--- src/rtl/tlc_pkg.sv ---
package tlc_pkg;
  localparam int TLC_TASKS    = 8;
  localparam int TLC_IDX_W    = $clog2(TLC_TASKS);
  localparam int A_ENABLE     = 0;
  localparam int A_OVF_CLR    = 1;
  localparam int A_CTRL       = 2;
  localparam int A_BG_START   = 3;
  localparam int A_BG_OVF_CLR = 4;
  localparam int A_SEL_BASE   = 8;
  localparam int TLC_ADDR_W   = $clog2(A_SEL_BASE + TLC_TASKS);

  typedef struct packed {
    logic [TLC_TASKS-1:0] setFlag;
    logic [TLC_TASKS-1:0] setOvf;
    logic                 setBgOvf;
    logic                 launch;
    logic [TLC_IDX_W-1:0] launchIdx;
    logic [TLC_TASKS-1:0] finish;
  } strobe_t;
endpackage

--- src/rtl/tlc_trigger_ctl.sv ---
module tlc_trigger_ctl
  import tlc_pkg::*;
#(
  parameter int NUM_SRC = 8,
  parameter int SEL_W   = 4
) (
  input  logic                       clk,
  input  logic                       rstN,
  input  logic [NUM_SRC-1:0]         srcLines,
  input  logic [TLC_TASKS*SEL_W-1:0] selFlat,
  input  logic [TLC_TASKS-1:0]       enableMask,
  input  logic [TLC_TASKS-1:0]       flagMask,
  input  logic [TLC_TASKS-1:0]       runMask,
  input  logic                       ackEnable,
  input  logic                       bgEnable,
  input  logic                       bgTrigEn,
  input  logic                       bgStartWr,
  input  logic                       ackValid,
  input  logic [TLC_IDX_W-1:0]       ackTask,
  input  logic                       doneValid,
  input  logic [TLC_IDX_W-1:0]       doneTask,
  output strobe_t                    stb
);
  localparam int LAST = TLC_TASKS - 1;

  logic [NUM_SRC-1:0] srcPrev;
  logic [NUM_SRC-1:0] srcFall;
  always_ff @(posedge clk or negedge rstN) begin
    if (!rstN) srcPrev <= '0;
    else       srcPrev <= srcLines;
  end
  assign srcFall = srcPrev & ~srcLines;

  logic [TLC_TASKS-1:0] setFlagV, setOvfV, bgHitV, finishV;

  generate
    for (genvar t = 0; t < TLC_TASKS; t++) begin : g_task
      logic [SEL_W-1:0] selV;
      logic hit, isBg, ackHit, trig, busy;
      assign selV = selFlat[t*SEL_W +: SEL_W];
      always_comb begin
        hit = 1'b0;
        for (int s = 0; s < NUM_SRC; s++)
          if (selV == SEL_W'(s + 1)) hit = srcFall[s];
      end
      assign isBg   = bgEnable && (t == LAST);
      assign ackHit = ackValid && ackEnable && (ackTask == TLC_IDX_W'(t));
      assign trig   = enableMask[t] &&
                      (isBg ? ((hit && bgTrigEn) || bgStartWr) : (hit || ackHit));
      assign busy   = runMask[t] || flagMask[t];
      assign setFlagV[t] = trig && !(isBg && busy);
      assign setOvfV[t]  = trig && !isBg && flagMask[t];
      assign bgHitV[t]   = trig && isBg && busy;
      assign finishV[t]  = doneValid && (doneTask == TLC_IDX_W'(t)) && runMask[t];
    end
  endgenerate

  logic [TLC_IDX_W-1:0] pick;
  logic found;
  always_comb begin
    pick  = '0;
    found = 1'b0;
    for (int t = TLC_TASKS - 1; t >= 0; t--)
      if (flagMask[t]) begin
        pick  = TLC_IDX_W'(t);
        found = 1'b1;
      end
  end

  always_comb begin
    stb.setFlag   = setFlagV;
    stb.setOvf    = setOvfV;
    stb.setBgOvf  = |bgHitV;
    stb.launch    = found && (runMask == '0);
    stb.launchIdx = pick;
    stb.finish    = finishV;
  end

  assert_lowest_first_R5: assert property (@(posedge clk) disable iff (!rstN)
    stb.launch |-> (flagMask[stb.launchIdx] &&
      ((flagMask & ((TLC_TASKS'(1) << stb.launchIdx) - TLC_TASKS'(1))) == '0)));
  assert_finish_running_R6: assert property (@(posedge clk) disable iff (!rstN)
    ((stb.finish & ~runMask) == '0));
endmodule

--- src/rtl/tlc_regs.sv ---
module tlc_regs
  import tlc_pkg::*;
#(
  parameter int SEL_W = 4
) (
  input  logic                       clk,
  input  logic                       rstN,
  input  logic                       cfgWe,
  input  logic [TLC_ADDR_W-1:0]      cfgAddr,
  input  logic [TLC_TASKS-1:0]       cfgWdata,
  input  logic                       engUnderflow,
  input  strobe_t                    stb,
  output logic [TLC_TASKS*SEL_W-1:0] selFlat,
  output logic [TLC_TASKS-1:0]       enableMask,
  output logic                       ackEnable,
  output logic                       bgEnable,
  output logic                       bgTrigEn,
  output logic                       bgStartWr,
  output logic [TLC_TASKS-1:0]       flagMask,
  output logic [TLC_TASKS-1:0]       runMask,
  output logic [TLC_TASKS-1:0]       ovfMask,
  output logic                       bgOvf,
  output logic                       launchValid,
  output logic [TLC_IDX_W-1:0]       launchTask,
  output logic [TLC_TASKS-1:0]       doneIrq,
  output logic                       ovfIrq,
  output logic                       undIrq
);
  logic [SEL_W-1:0] selReg [TLC_TASKS];
  logic [TLC_TASKS-1:0] launchOh, ovfClr;
  logic bgClr;

  assign launchOh  = stb.launch ? (TLC_TASKS'(1) << stb.launchIdx) : '0;
  assign ovfClr    = (cfgWe && cfgAddr == TLC_ADDR_W'(A_OVF_CLR)) ? cfgWdata : '0;
  assign bgClr     = cfgWe && cfgAddr == TLC_ADDR_W'(A_BG_OVF_CLR) && cfgWdata[0];
  assign bgStartWr = cfgWe && cfgAddr == TLC_ADDR_W'(A_BG_START) && cfgWdata[0];

  generate
    for (genvar t = 0; t < TLC_TASKS; t++) begin : g_sel
      assign selFlat[t*SEL_W +: SEL_W] = selReg[t];
    end
  endgenerate

  always_ff @(posedge clk or negedge rstN) begin
    if (!rstN) begin
      for (int t = 0; t < TLC_TASKS; t++) selReg[t] <= '0;
      enableMask  <= '0;
      ackEnable   <= 1'b0;
      bgEnable    <= 1'b0;
      bgTrigEn    <= 1'b0;
      flagMask    <= '0;
      runMask     <= '0;
      ovfMask     <= '0;
      bgOvf       <= 1'b0;
      launchValid <= 1'b0;
      launchTask  <= '0;
      doneIrq     <= '0;
      ovfIrq      <= 1'b0;
      undIrq      <= 1'b0;
    end else begin
      for (int t = 0; t < TLC_TASKS; t++)
        if (cfgWe && cfgAddr == TLC_ADDR_W'(A_SEL_BASE + t))
          selReg[t] <= cfgWdata[SEL_W-1:0];
      if (cfgWe && cfgAddr == TLC_ADDR_W'(A_ENABLE)) enableMask <= cfgWdata;
      if (cfgWe && cfgAddr == TLC_ADDR_W'(A_CTRL)) begin
        ackEnable <= cfgWdata[0];
        bgEnable  <= cfgWdata[1];
        bgTrigEn  <= cfgWdata[2];
      end
      flagMask    <= (flagMask & ~launchOh) | stb.setFlag;
      runMask     <= (runMask & ~stb.finish) | launchOh;
      ovfMask     <= (ovfMask & ~ovfClr) | stb.setOvf;
      bgOvf       <= (bgOvf && !bgClr) || stb.setBgOvf;
      launchValid <= stb.launch;
      launchTask  <= stb.launchIdx;
      doneIrq     <= stb.finish;
      ovfIrq      <= (|stb.setOvf) || stb.setBgOvf;
      undIrq      <= engUnderflow;
    end
  end

  assert_run_onehot_R5: assert property (@(posedge clk) disable iff (!rstN)
    $onehot0(runMask));
  assert_launch_idle_R5: assert property (@(posedge clk) disable iff (!rstN)
    launchValid |-> ($past(runMask) == '0 && runMask[launchTask]));
  assert_done_irq_R6: assert property (@(posedge clk) disable iff (!rstN)
    (doneIrq != '0) |-> (($past(runMask) & doneIrq) == doneIrq && (runMask & doneIrq) == '0));
  assert_no_silent_overflow_R7: assert property (@(posedge clk) disable iff (!rstN)
    ((ovfMask & ~$past(ovfMask)) != '0) |-> ovfIrq);
  assert_bg_overflow_irq_R9: assert property (@(posedge clk) disable iff (!rstN)
    (bgOvf && !$past(bgOvf)) |-> ovfIrq);
  assert_underflow_follow_R10: assert property (@(posedge clk) disable iff (!rstN)
    undIrq |-> $past(engUnderflow));
endmodule

--- src/rtl/task_launch_ctrl.sv ---
module task_launch_ctrl
  import tlc_pkg::*;
#(
  parameter int NUM_SRC = 8
) (
  input  logic                  clk,
  input  logic                  rstN,
  input  logic [NUM_SRC-1:0]    srcLines,
  input  logic                  cfgWe,
  input  logic [TLC_ADDR_W-1:0] cfgAddr,
  input  logic [TLC_TASKS-1:0]  cfgWdata,
  input  logic                  ackValid,
  input  logic [TLC_IDX_W-1:0]  ackTask,
  input  logic                  doneValid,
  input  logic [TLC_IDX_W-1:0]  doneTask,
  input  logic                  engUnderflow,
  output logic                  launchValid,
  output logic [TLC_IDX_W-1:0]  launchTask,
  output logic [TLC_TASKS-1:0]  runMask,
  output logic [TLC_TASKS-1:0]  flagMask,
  output logic [TLC_TASKS-1:0]  ovfMask,
  output logic                  bgOvf,
  output logic [TLC_TASKS-1:0]  doneIrq,
  output logic                  ovfIrq,
  output logic                  undIrq
);
  localparam int SEL_W = $clog2(NUM_SRC + 1);

  strobe_t stb;
  logic [TLC_TASKS*SEL_W-1:0] selFlat;
  logic [TLC_TASKS-1:0] enableMask;
  logic ackEnable, bgEnable, bgTrigEn, bgStartWr;

  tlc_trigger_ctl #(.NUM_SRC(NUM_SRC), .SEL_W(SEL_W)) u_ctl (
    .clk(clk), .rstN(rstN), .srcLines(srcLines), .selFlat(selFlat),
    .enableMask(enableMask), .flagMask(flagMask), .runMask(runMask),
    .ackEnable(ackEnable), .bgEnable(bgEnable), .bgTrigEn(bgTrigEn),
    .bgStartWr(bgStartWr), .ackValid(ackValid), .ackTask(ackTask),
    .doneValid(doneValid), .doneTask(doneTask), .stb(stb)
  );

  tlc_regs #(.SEL_W(SEL_W)) u_regs (
    .clk(clk), .rstN(rstN), .cfgWe(cfgWe), .cfgAddr(cfgAddr), .cfgWdata(cfgWdata),
    .engUnderflow(engUnderflow), .stb(stb), .selFlat(selFlat),
    .enableMask(enableMask), .ackEnable(ackEnable), .bgEnable(bgEnable),
    .bgTrigEn(bgTrigEn), .bgStartWr(bgStartWr), .flagMask(flagMask),
    .runMask(runMask), .ovfMask(ovfMask), .bgOvf(bgOvf),
    .launchValid(launchValid), .launchTask(launchTask), .doneIrq(doneIrq),
    .ovfIrq(ovfIrq), .undIrq(undIrq)
  );
endmodule

--- config.mk ---
export PLATFORM = sky130hd
export DESIGN_NAME = task_launch_ctrl
export DESIGN_NICKNAME = d
export VERILOG_FILES = /design/src/rtl/tlc_pkg.sv /design/src/rtl/tlc_trigger_ctl.sv /design/src/rtl/tlc_regs.sv /design/src/rtl/task_launch_ctrl.sv
export SDC_FILE = /design/constraint.sdc
export NUM_CORES = 1
export LEC_CHECK = 0
export CAP_MARGIN = 40
export CORE_MARGIN = 2
export CORE_UTILIZATION = 40
export DETAILED_ROUTE_END_ITERATION = 10
export PLACE_DENSITY_LB_ADDON = 0.1
export SYNTH_ARGS = -nofsm -noshare
export SYNTH_HDL_FRONTEND = slang
export SYNTH_HIERARCHICAL = 1
export SYNTH_SLANG_ARGS = --single-unit
--- constraint.sdc ---
create_clock -name clk -period 3.93 [get_ports clk]
set_input_delay 1.179 -clock clk [delete_from_list [all_inputs] [get_ports clk]]
set_output_delay 1.179 -clock clk [all_outputs]
set_load 0.05 [all_outputs]
==> reports/results.ini <==
[critical_path]
cp_max_fo = 5
max_stage_delay_ps = 530
slowest_stage = clkdlybuf4s50_1
cp.required_ps = 4120
critPathTopFamily = simple AND/OR/NAND/NOR gates
path_buf_inv = 1
start_kind = input pin
crit_arrival_ps = 3460
crit_chain = clkdlybuf4s50_1 -> and4b_1 -> o41a_1 -> a32o_1 -> and2_1 -> nor4_1 -> nand3_1
worstSetupPathType = in -> reg
setup.worst_path.end_class = flop

[timing]
clock.fmax_mhz = 305.8
tightest_slew_ps = 637.2
slew_headroom_pct = 57.39
rsz0062_at_grt = no
period_share_pct = 83.22
slew_violations = 0
setup_tns_ps = 0
final-setup-viol-count = 0
finalHoldViolCount = 0
skew_ps = 4.878
finalCriticalPeriod_ps = 3271

[logic_synthesis]
avgSynthCellArea_um2 = 12.05
synth_fp_nets = 407
netlist_area_um2 = 4521
synth_flop_cell = dfrtp_1
synth.distinct_cells = 57
synth_edf_count = 0
synthArstFlopShare_pct = 100.0
postSynthCellCount = 375
yosysSeqAreaShare_pct = 49.82
ys_ff_latch = 90
ys_warn_count = 6

[floorplan]
core_um2 = 10940
dieArea_um2 = 12170
pin_count = 71
initial_utilization_pct = 41.34
die_h_um = 110.3
die_w_um = 110.3
num_rows = 38

[global_routing]
grt_max_degree = 66
grt_use_total_pct = 21.74
grt_pass1_wl_um = 19110
grt_pass1_vias = 3413
antenna_found_initial = 0
grt_overflow = 0

[final_layout]
final_area_um2 = 5633
n_fill_cell = 1011
seq_area_um2 = 2252
layout.nets = 481
area_delta_synth_final_pct = 24.61
diodes = 0
drive_gt1_share_pct = 18.40
multi_input_area_um2 = 2118

[drt]
routed_wl_um = 12200
detail-route-antenna-nets = 0
vias_per_cell = 5.832
vias = 3447
drc = 0
first_pass_iters = 4
drt_iter0_drc = 176
wl_per_cell_um = 20.64

[pwr]
power_density_nw_per_um2 = 611.9
ir_drop_mv = 0.3858
leakage_nw = 2.346

[clock_tree]
numCtsBuffers = 9
post-cts-setup-buffers = 0
htree_levels = 3
clk_pin_slew_ps = 60
insertion_delay_ps = 340
tritoncts = built
clock_path_buffers = 2
cts_resized = 0
hold_buffers = 0
cts_sinks = 90
clockRootBuffer = clkbuf_16

[placed_design]
dp_hpwl_um = 8892
place_congestion = 0.8204
placed_area_um2 = 5373
numPortBuffers = 70

[hold_path]
hold_class = reg -> reg

[run]
drv_cap = 0

[run_status]
status = finished, final reports clean

-- cells by family after synthesis --
| logic type | count (synthesis) | share of synthesized area, % |
|---|---|---|
| flops | 90 | 49.82 |
| simple gates | 134 | 20.09 |
| mux | 54 | 15.25 |
| buf+inv | 30 | 3.321 |
| compound gates | 67 | 11.51 |
-- report_power, final --
group          switching, W  total, W  internal (W)
registers          0.000255   0.00141       0.00116
clock network      0.000332  0.000785      0.000453
logic              0.000733   0.00125      0.000519
-- Yosys cell counts, drive strengths merged (6+ instances only) --
cell	number	area, um^2
nor4	7	43.79
nand3b	6	45.04
dfrtp	90	2252
o21ai	11	55.05
a21o	17	127.6
buf	10	75.07
inv	17	63.81
nand3	18	90.09
nand2	13	53.80
nor2b	20	125.1
mux2	44	495.5
nand2b	10	95.09
nor2	8	30.03
nor3	7	45.04
and3	9	56.30
mux4	6	153.9
a32o	9	90.09
-- per-stage QoR --
| stage | hold slack [ps] | total power (W) | setup slack (ps) | cells | util, % |
|---|---|---|---|---|---|
| after floorplan | 471.8 | 0.002211 | 1307 | 375 | - |
| after CTS | 487.8 | 0.003471 | 735.5 | 591 | 51.51 |
| after detailed placement | 471.3 | 0.002675 | 388.5 | 578 | 49.13 |
| final | 486.5 | 0.003447 | 659.4 | 591 | 51.51 |
| after global placement | 464.3 | 0.002659 | 410.9 | 577 | 48.88 |
| after global routing | 498.5 | 0.003620 | 613.8 | 591 | 51.51 |
-- flip-flops by register name (all words and copies together) (netlist names) --
signal	cells
u_ctl/srcPrev	8
u_regs/ackEnable	1
u_regs/bgEnable	1
u_regs/bgOvf	1
u_regs/bgTrigEn	1
u_regs/doneIrq	8
u_regs/enableMask	8
u_regs/flagMask	8
u_regs/launchTask	3
u_regs/launchValid	1
u_regs/ovfIrq	1
u_regs/ovfMask	8
u_regs/runMask	8
u_regs/selFlat	32
u_regs/undIrq	1
-- area by class of cell --
type	count	area share (%)
sequential	90	39.98
multi-input combinational	255	37.61
timing repair buffer	76	13.55
clock buffer	13	4.620
tap	140	3.110
inverter	17	1.133
-- path summary, 6_finish.rpt --
path | from | to | slack (ps) | cells after the start
setup / recovery | srcLines[4] | u_regs/ovfIrq | 660 | 7
hold / removal | u_regs/ovfMask[6] | u_regs/ovfMask[6] | 490 | 1
setup reg to reg | u_regs/selFlat[12] | u_regs/ovfIrq | 1550 | 6
hold reg to reg | u_regs/ovfMask[6] | u_regs/ovfMask[6] | 490 | 1
max in group asynchronous | rstN | u_regs/bgEnable | 2560 | 3
min in group asynchronous | rstN | u_regs/undIrq | 630 | 1
-- metal layers --
layer / wire (um) / part of all wire, % / up-vias / GRT usage [%]
li1: - / - / 1573 / -
met1: 5388 / 44 / 1728 / 28.98
met2: 5750 / 47 / 119 / 34.75
met3: 651 / 5.3 / 27 / 3.351
met4: 407 / 3.3 / 0 / 10.45
met5: 0 / 0 / - / 0
-- layout by cell type (no fill, tap or decap), drive strengths merged, types with 2 or more instances in the layout --
| cell | instances |
|---|---|
| or3 | 3 |
| dfrtp | 90 |
| clkdlybuf4s50 | 69 |
| o41ai | 2 |
| nor2b | 20 |
| nor3b | 2 |
| or2b | 2 |
| buf | 7 |
| or4b | 5 |
| and3 | 9 |
| a41o | 2 |
| a221oi | 2 |
| mux2i | 4 |
| nand2b | 10 |
| and2 | 5 |
| nor4bb | 5 |
| nor3 | 7 |
| mux2 | 44 |
| inv | 17 |
| a21o | 17 |
| nor4 | 7 |
| nor4b | 4 |
| o2111ai | 4 |
| clkbuf | 13 |
| nor2 | 8 |
| o41a | 2 |
| mux4 | 6 |
| o31ai | 3 |
| nand2 | 13 |
| and4b | 3 |
| a21oi | 5 |
| and4 | 3 |
| nand3 | 18 |
| nand3b | 6 |
| a32o | 9 |
| o21ai | 11 |
| a221o | 2 |
| o32ai | 3 |
Note: power is estimated with default switching activity, not from simulation.
